**src/rtl/mcc_pkg.sv**
```systemverilog
package mcc_pkg;

    localparam int OP_W   = 6;
    localparam int FN_W   = 6;
    localparam int ALUC_W = 3;
    localparam int SRCB_W = 2;
    localparam int PCS_W  = 2;

    localparam logic [OP_W-1:0] OP_RTYPE = 6'b000000;
    localparam logic [OP_W-1:0] OP_ADDI  = 6'b001000;
    localparam logic [OP_W-1:0] OP_LW    = 6'b100011;
    localparam logic [OP_W-1:0] OP_SW    = 6'b101011;
    localparam logic [OP_W-1:0] OP_BEQ   = 6'b000100;
    localparam logic [OP_W-1:0] OP_J     = 6'b000010;

    localparam logic [FN_W-1:0] FN_ADD = 6'h20;
    localparam logic [FN_W-1:0] FN_SUB = 6'h22;
    localparam logic [FN_W-1:0] FN_AND = 6'h24;
    localparam logic [FN_W-1:0] FN_OR  = 6'h25;
    localparam logic [FN_W-1:0] FN_SLT = 6'h2A;

    localparam logic [ALUC_W-1:0] AC_AND = 3'b000;
    localparam logic [ALUC_W-1:0] AC_OR  = 3'b001;
    localparam logic [ALUC_W-1:0] AC_ADD = 3'b010;
    localparam logic [ALUC_W-1:0] AC_SUB = 3'b110;
    localparam logic [ALUC_W-1:0] AC_SLT = 3'b111;

    localparam logic [SRCB_W-1:0] SB_REG  = 2'b00;
    localparam logic [SRCB_W-1:0] SB_FOUR = 2'b01;
    localparam logic [SRCB_W-1:0] SB_IMM  = 2'b10;
    localparam logic [SRCB_W-1:0] SB_IMM4 = 2'b11;

    localparam logic [PCS_W-1:0] PS_ALU  = 2'b00;
    localparam logic [PCS_W-1:0] PS_AOUT = 2'b01;
    localparam logic [PCS_W-1:0] PS_JUMP = 2'b10;

    typedef enum logic [3:0] {
        ST_FETCH, ST_DECODE, ST_MADDR, ST_MREAD, ST_LDWB, ST_MWRITE,
        ST_REXEC, ST_RWB, ST_BRCMP, ST_IEXEC, ST_IWB, ST_JMP
    } ctl_state_e;

    typedef enum logic [1:0] {
        AOP_ADD   = 2'b00,
        AOP_SUB   = 2'b01,
        AOP_FUNCT = 2'b10
    } alu_op_e;

    typedef struct packed {
        logic              iord;
        logic              mem_to_reg;
        logic              reg_dst;
        logic              ir_wr;
        logic              mem_wr;
        logic              reg_wr;
        logic              pc_write;
        logic              branch;
        logic              src_a;
        logic [SRCB_W-1:0] src_b;
        logic [PCS_W-1:0]  pc_src;
        alu_op_e           alu_op;
    } ctl_word_t;

    typedef struct packed {
        ctl_state_e state;
    } fsm_reg_t;

endpackage

```
**src/rtl/mcc_main_fsm.sv**
```systemverilog
module mcc_main_fsm
    import mcc_pkg::*;
(
    input  logic            clk,
    input  logic            rst_n,
    input  logic [OP_W-1:0] opcode,
    output ctl_state_e      state
);

    fsm_reg_t fsm_d, fsm_q;

    always_comb begin
        fsm_d = fsm_q;
        unique case (fsm_q.state)
            ST_FETCH:  fsm_d.state = ST_DECODE;
            ST_DECODE: begin
                case (opcode)
                    OP_LW, OP_SW: fsm_d.state = ST_MADDR;
                    OP_RTYPE:     fsm_d.state = ST_REXEC;
                    OP_BEQ:       fsm_d.state = ST_BRCMP;
                    OP_ADDI:      fsm_d.state = ST_IEXEC;
                    OP_J:         fsm_d.state = ST_JMP;
                    default:      fsm_d.state = ST_FETCH;
                endcase
            end
            ST_MADDR:  fsm_d.state = (opcode == OP_LW) ? ST_MREAD : ST_MWRITE;
            ST_MREAD:  fsm_d.state = ST_LDWB;
            ST_REXEC:  fsm_d.state = ST_RWB;
            ST_IEXEC:  fsm_d.state = ST_IWB;
            default:   fsm_d.state = ST_FETCH;
        endcase
    end

    always_ff @(posedge clk or negedge rst_n) begin
        if (!rst_n) fsm_q <= '{state: ST_FETCH};
        else        fsm_q <= fsm_d;
    end

    assign state = fsm_q.state;

endmodule

```
**src/rtl/mcc_ctl_decode.sv**
```systemverilog
module mcc_ctl_decode
    import mcc_pkg::*;
(
    input  ctl_state_e state,
    output ctl_word_t  word
);

    always_comb begin
        word        = '0;
        word.alu_op = AOP_ADD;
        unique case (state)
            ST_FETCH: begin
                word.ir_wr    = 1'b1;
                word.pc_write = 1'b1;
                word.src_b    = SB_FOUR;
                word.pc_src   = PS_ALU;
            end
            ST_DECODE: word.src_b = SB_IMM4;
            ST_MADDR, ST_IEXEC: begin
                word.src_a = 1'b1;
                word.src_b = SB_IMM;
            end
            ST_MREAD: word.iord = 1'b1;
            ST_LDWB: begin
                word.mem_to_reg = 1'b1;
                word.reg_wr     = 1'b1;
            end
            ST_MWRITE: begin
                word.iord   = 1'b1;
                word.mem_wr = 1'b1;
            end
            ST_REXEC: begin
                word.src_a  = 1'b1;
                word.src_b  = SB_REG;
                word.alu_op = AOP_FUNCT;
            end
            ST_RWB: begin
                word.reg_dst = 1'b1;
                word.reg_wr  = 1'b1;
            end
            ST_BRCMP: begin
                word.src_a  = 1'b1;
                word.src_b  = SB_REG;
                word.alu_op = AOP_SUB;
                word.branch = 1'b1;
                word.pc_src = PS_AOUT;
            end
            ST_IWB: word.reg_wr = 1'b1;
            ST_JMP: begin
                word.pc_write = 1'b1;
                word.pc_src   = PS_JUMP;
            end
            default: word = '0;
        endcase
    end

endmodule

```
**src/rtl/mcc_alu_dec.sv**
```systemverilog
module mcc_alu_dec
    import mcc_pkg::*;
(
    input  alu_op_e           alu_op,
    input  logic [FN_W-1:0]   funct,
    output logic [ALUC_W-1:0] alu_ctrl
);

    logic [ALUC_W-1:0] fn_code;

    always_comb begin
        case (funct)
            FN_ADD:  fn_code = AC_ADD;
            FN_SUB:  fn_code = AC_SUB;
            FN_AND:  fn_code = AC_AND;
            FN_OR:   fn_code = AC_OR;
            FN_SLT:  fn_code = AC_SLT;
            default: fn_code = AC_ADD;
        endcase
    end

    always_comb begin
        case (alu_op)
            AOP_SUB:   alu_ctrl = AC_SUB;
            AOP_FUNCT: alu_ctrl = fn_code;
            default:   alu_ctrl = AC_ADD;
        endcase
    end

endmodule

```
**src/rtl/mcc_ctrl_unit.sv**
```systemverilog
module mcc_ctrl_unit
    import mcc_pkg::*;
(
    input  logic              clk,
    input  logic              rst_n,
    input  logic [OP_W-1:0]   opcode,
    input  logic [FN_W-1:0]   funct,
    input  logic              zero,
    output logic              iord,
    output logic              mem_to_reg,
    output logic              reg_dst,
    output logic              ir_wr,
    output logic              mem_wr,
    output logic              reg_wr,
    output logic              alu_src_a,
    output logic [SRCB_W-1:0] alu_src_b,
    output logic [PCS_W-1:0]  pc_src,
    output logic [ALUC_W-1:0] alu_ctrl,
    output logic              pc_en
);

    ctl_state_e state;
    ctl_word_t  word;

    mcc_main_fsm i_fsm (
        .clk    (clk),
        .rst_n  (rst_n),
        .opcode (opcode),
        .state  (state)
    );

    mcc_ctl_decode i_dec (
        .state (state),
        .word  (word)
    );

    mcc_alu_dec i_alu_dec (
        .alu_op   (word.alu_op),
        .funct    (funct),
        .alu_ctrl (alu_ctrl)
    );

    assign iord       = word.iord;
    assign mem_to_reg = word.mem_to_reg;
    assign reg_dst    = word.reg_dst;
    assign ir_wr      = word.ir_wr;
    assign mem_wr     = word.mem_wr;
    assign reg_wr     = word.reg_wr;
    assign alu_src_a  = word.src_a;
    assign alu_src_b  = word.src_b;
    assign pc_src     = word.pc_src;
    assign pc_en      = word.pc_write | (word.branch & zero);

endmodule

```
**config.mk**
```make
export PLATFORM = sky130hd
export DESIGN_NAME = mcc_ctrl_unit
export DESIGN_NICKNAME = d
export VERILOG_FILES = /design/src/rtl/mcc_pkg.sv /design/src/rtl/mcc_main_fsm.sv /design/src/rtl/mcc_ctl_decode.sv /design/src/rtl/mcc_alu_dec.sv /design/src/rtl/mcc_ctrl_unit.sv
export SDC_FILE = /design/constraint.sdc
export NUM_CORES = 1
export LEC_CHECK = 0
export ABC_AREA = 1
export BUFFER_PORTS_ARGS = -buffer_cell sky130_fd_sc_hd__buf_2
export CORE_UTILIZATION = 45
export DETAILED_ROUTE_END_ITERATION = 6
export HOLD_SLACK_MARGIN = 0.05
export PLACE_DENSITY_LB_ADDON = 0.1
export SLEW_MARGIN = 20
export SYNTH_ARGS = -nofsm -noshare
export SYNTH_HDL_FRONTEND = slang
export SYNTH_HIERARCHICAL = 1
export SYNTH_SLANG_ARGS = --single-unit
export TNS_END_PERCENT = 20
```
**constraint.sdc**
```tcl
create_clock -name clk -period 1.9 [get_ports clk]
set_input_delay 0.19 -clock clk [delete_from_list [all_inputs] [get_ports clk]]
set_output_delay 0.19 -clock clk [all_outputs]
set_load 0.02 [all_outputs]
```
==> qor.yml <==
critical_path:
  cp_slowest_cell: "dfrtp_1"
  crit_required_ns: 1.71
  start_kind: "flip-flop"
  reg2regPathDepth: 7
  crit_type: "reg -> out"
  slowest_delay_ns: 0.42
  r2r-end: "i_fsm/state[1]$_DFF_PN0_"
  critPathMaxFanout: 4
  worst-path-buf-inv: 4
  worstPathArrival_ns: 1.62
  r2r_slack_ns: 0.72
  critical_path.top_delay_family: "flip-flops"
  end_kind: "primary output"
  cp_cell_sequence: "inv_2 > nand2_1 > nor2_2 > inv_1 > ha_2 > inv_1 > nand2_1 > a21oi_2 > buf_4"
  r2r-start: "i_fsm/state[1]$_DFF_PN0_"
global_route:
  grt_pass1_vias: 604
  antenna_found_initial: 0
  grt_pass1_wl_um: 2110
  track_usage_pct: 19.6
  grt_max_degree: 9
  grt_overflow: 0
yosys:
  synth_warnings: 6
  synth_area_leaders: "nand2_1 (19%), inv_1 (16%), dfrtp_1 (16%)"
  async_flop_share_pct: 100
  synth_area_per_cell_um2: 5.18
  yosys.area.top_type: "nand2_1"
  synthCells: 124
  ys_top_cells_by_count: "nand2_1 (32), inv_1 (28), nor2_1 (24)"
  netlist_area_um2: 642
  synth_ff_type: "dfrtp_1"
  synth.most_common_cell: "nand2_1"
  ys_ff_latch: 4
  synth.top_cell.area_share_pct: 18.7
  ys_seq_area_share_pct: 15.6
  synth.distinct_cells: 18
  syn-num-nets: 141
  synth_edf_count: 0
clocking:
  cts_buffer_depth: 2
  cts_root_buf: "clkbuf_4"
  cts_tree: "done"
  clkLatencyLatePin_ns: 0.22
  clk_pin_slew_ns: 0.04
  h-tree-depth: 1
  cts_sinks: 4
  cts-buffers-inserted: 3
pwr:
  power.net_switching_uw: 348
  p_leak_nw: 0.559
  seq_power_share_pct: 16.9
  p_int_uw: 357
  power-per-cell-area_nw_per_um2: 783
  pwr-share-comb_pct: 69.1
  p_total_uw: 705
  p_clk_share_pct: 14.0
  peakVddDrop_mv: 0.518
  p_sw_share_pct: 49.4
timing:
  drv_slew: 0
  fin_setup_tns_ns: 0
  fin_skew_ns: 0.00221
  relSlewSlack_pct: 87.9
  fmax_ghz: 0.553
  fin_ws_ns: 0.0928
  worst_slew_pin_slew_ns: 0.181
  setup_viol_count_final: 0
  min_period_ns: 1.81
  hold_viol: 0
  rsz0062_at_grt: "true"
  fin_crit_sh_pct: 95.1
  whs_ns: 0.292
floorplanning:
  die_h_um: 39.8
  die_area_um2: 1580
  ios: 30
  start_util_pct: 48.7
  core-area_um2: 1320
  die_x_um: 39.8
  rows: 13
cells_and_area:
  insertedDiodeCount: 0
  largest_reg_flops: 4
  syn2layout_area_growth_pct: 40.2
  nets: 182
  fin_area_um2: 900
  drive_above_1_share_pct: 36.2
  fillers: 132
placed_design:
  place_worst_setup_slack_ns: 0.196
  gp_congestion: 0.780
  place_hpwl_um: 1170
  dpl_cell_area_um2: 828
  port_buffers: 29
worst_hold_path:
  hold_path_class: "in -> async"
routing:
  via_per_inst: 4.61
  initialDrtViolationCount: 15
  vias: 820
  wl_um: 1460
  drc: 0
  wl_per_cell_um: 8.22
  final_antenna_net_count: 0
  dr.pass1.iters: 4
outcome:
  status: "finished clean"
job:
  maxCapViolations: 0
-- layout make-up --
| cell class | instances | area (µm²) | share of cell area [%] |
|---|---|---|---|
| multi-input combinational | 90 | 435 | 48.4 |
| sequential | 4 | 101 | 11.3 |
| timing repair buffer | 37 | 213 | 23.6 |
| inverter | 29 | 109 | 12.1 |
| tap | 15 | 18.8 | 2.09 |
| clock buffer | 3 | 22.5 | 2.50 |
-- power groups by stage --
stage | sequential [mW] | clock [mW] | combinational [mW]
4_1_cts | 0.120 | 0.102 | 0.473
2_1_floorplan | 0.134 | 0 | 0.287
3_5_place_dp | 0.122 | 0 | 0.458
3_3_place_gp | 0.121 | 0 | 0.458
6_report | 0.119 | 0.0985 | 0.487
5_1_grt | 0.123 | 0.104 | 0.543
-- layer usage --
metal	global-route usage, %	vias up	wire length [µm]
met5	0	-	0
met3	3.41	0	68
met1	21.2	339	675
met4	5.17	0	0
met2	37.7	30	719
li1	-	451	-
-- layout by cell type, fill, tap and decap left out, drive strengths merged --
cell type	synthesis	routed
ha	2	2
dlygate4sd3	0	1
inv	29	29
clkbuf	0	3
dfrtp	4	4
nand2	33	33
buf	1	36
o21ai	2	2
nand3	16	16
nand4	1	1
a21oi	3	3
nor3	1	1
nor2	31	31
a21boi	1	1
-- metrics by stage --
step | util [%] | instances
4_1_cts | 66.8 | 177
6_report | 68.3 | 178
2_1_floorplan | - | 124
3_3_place_gp | 62.9 | 171
3_5_place_dp | 62.9 | 171
5_1_grt | 68.3 | 178
-- cells by family after synthesis --
group                      synth area share (%)
and+or+nand+nor                            55.6
buffers and inverters                      18.1
AOI/OAI and AO/OA                          6.82
DFF                                        15.6
adders and majority gates                  3.90
-- how the worst max path moves through the flow --
stage | slack (ns) | endpoint | start | cells past startpoint
after floorplan | 0.25 | alu_ctrl[0] | i_fsm/state[2]$_DFF_PN0_ | 8
after global placement | 0.23 | alu_ctrl[0] | i_fsm/state[1]$_DFF_PN0_ | 9
after detailed placement | 0.20 | alu_ctrl[0] | i_fsm/state[1]$_DFF_PN0_ | 9
after CTS | 0.002 | alu_ctrl[2] | i_fsm/state[3]$_DFF_PN0_ | 9
after global routing | -0.01 | alu_ctrl[0] | i_fsm/state[1]$_DFF_PN0_ | 9
final | 0.09 | alu_ctrl[0] | i_fsm/state[1]$_DFF_PN0_ | 9
-- what timing repair did --
action / in CTS / in global routing
pin swaps: 0 / 3
setup buffers: 2 / 1
hold buffers: 1 / 0
endpoints found under the hold margin: 4 / 0
resized for setup: 2 / 7
setup endpoints to repair: 2 / 2
Note: power is estimated with default switching activity, not from simulation.
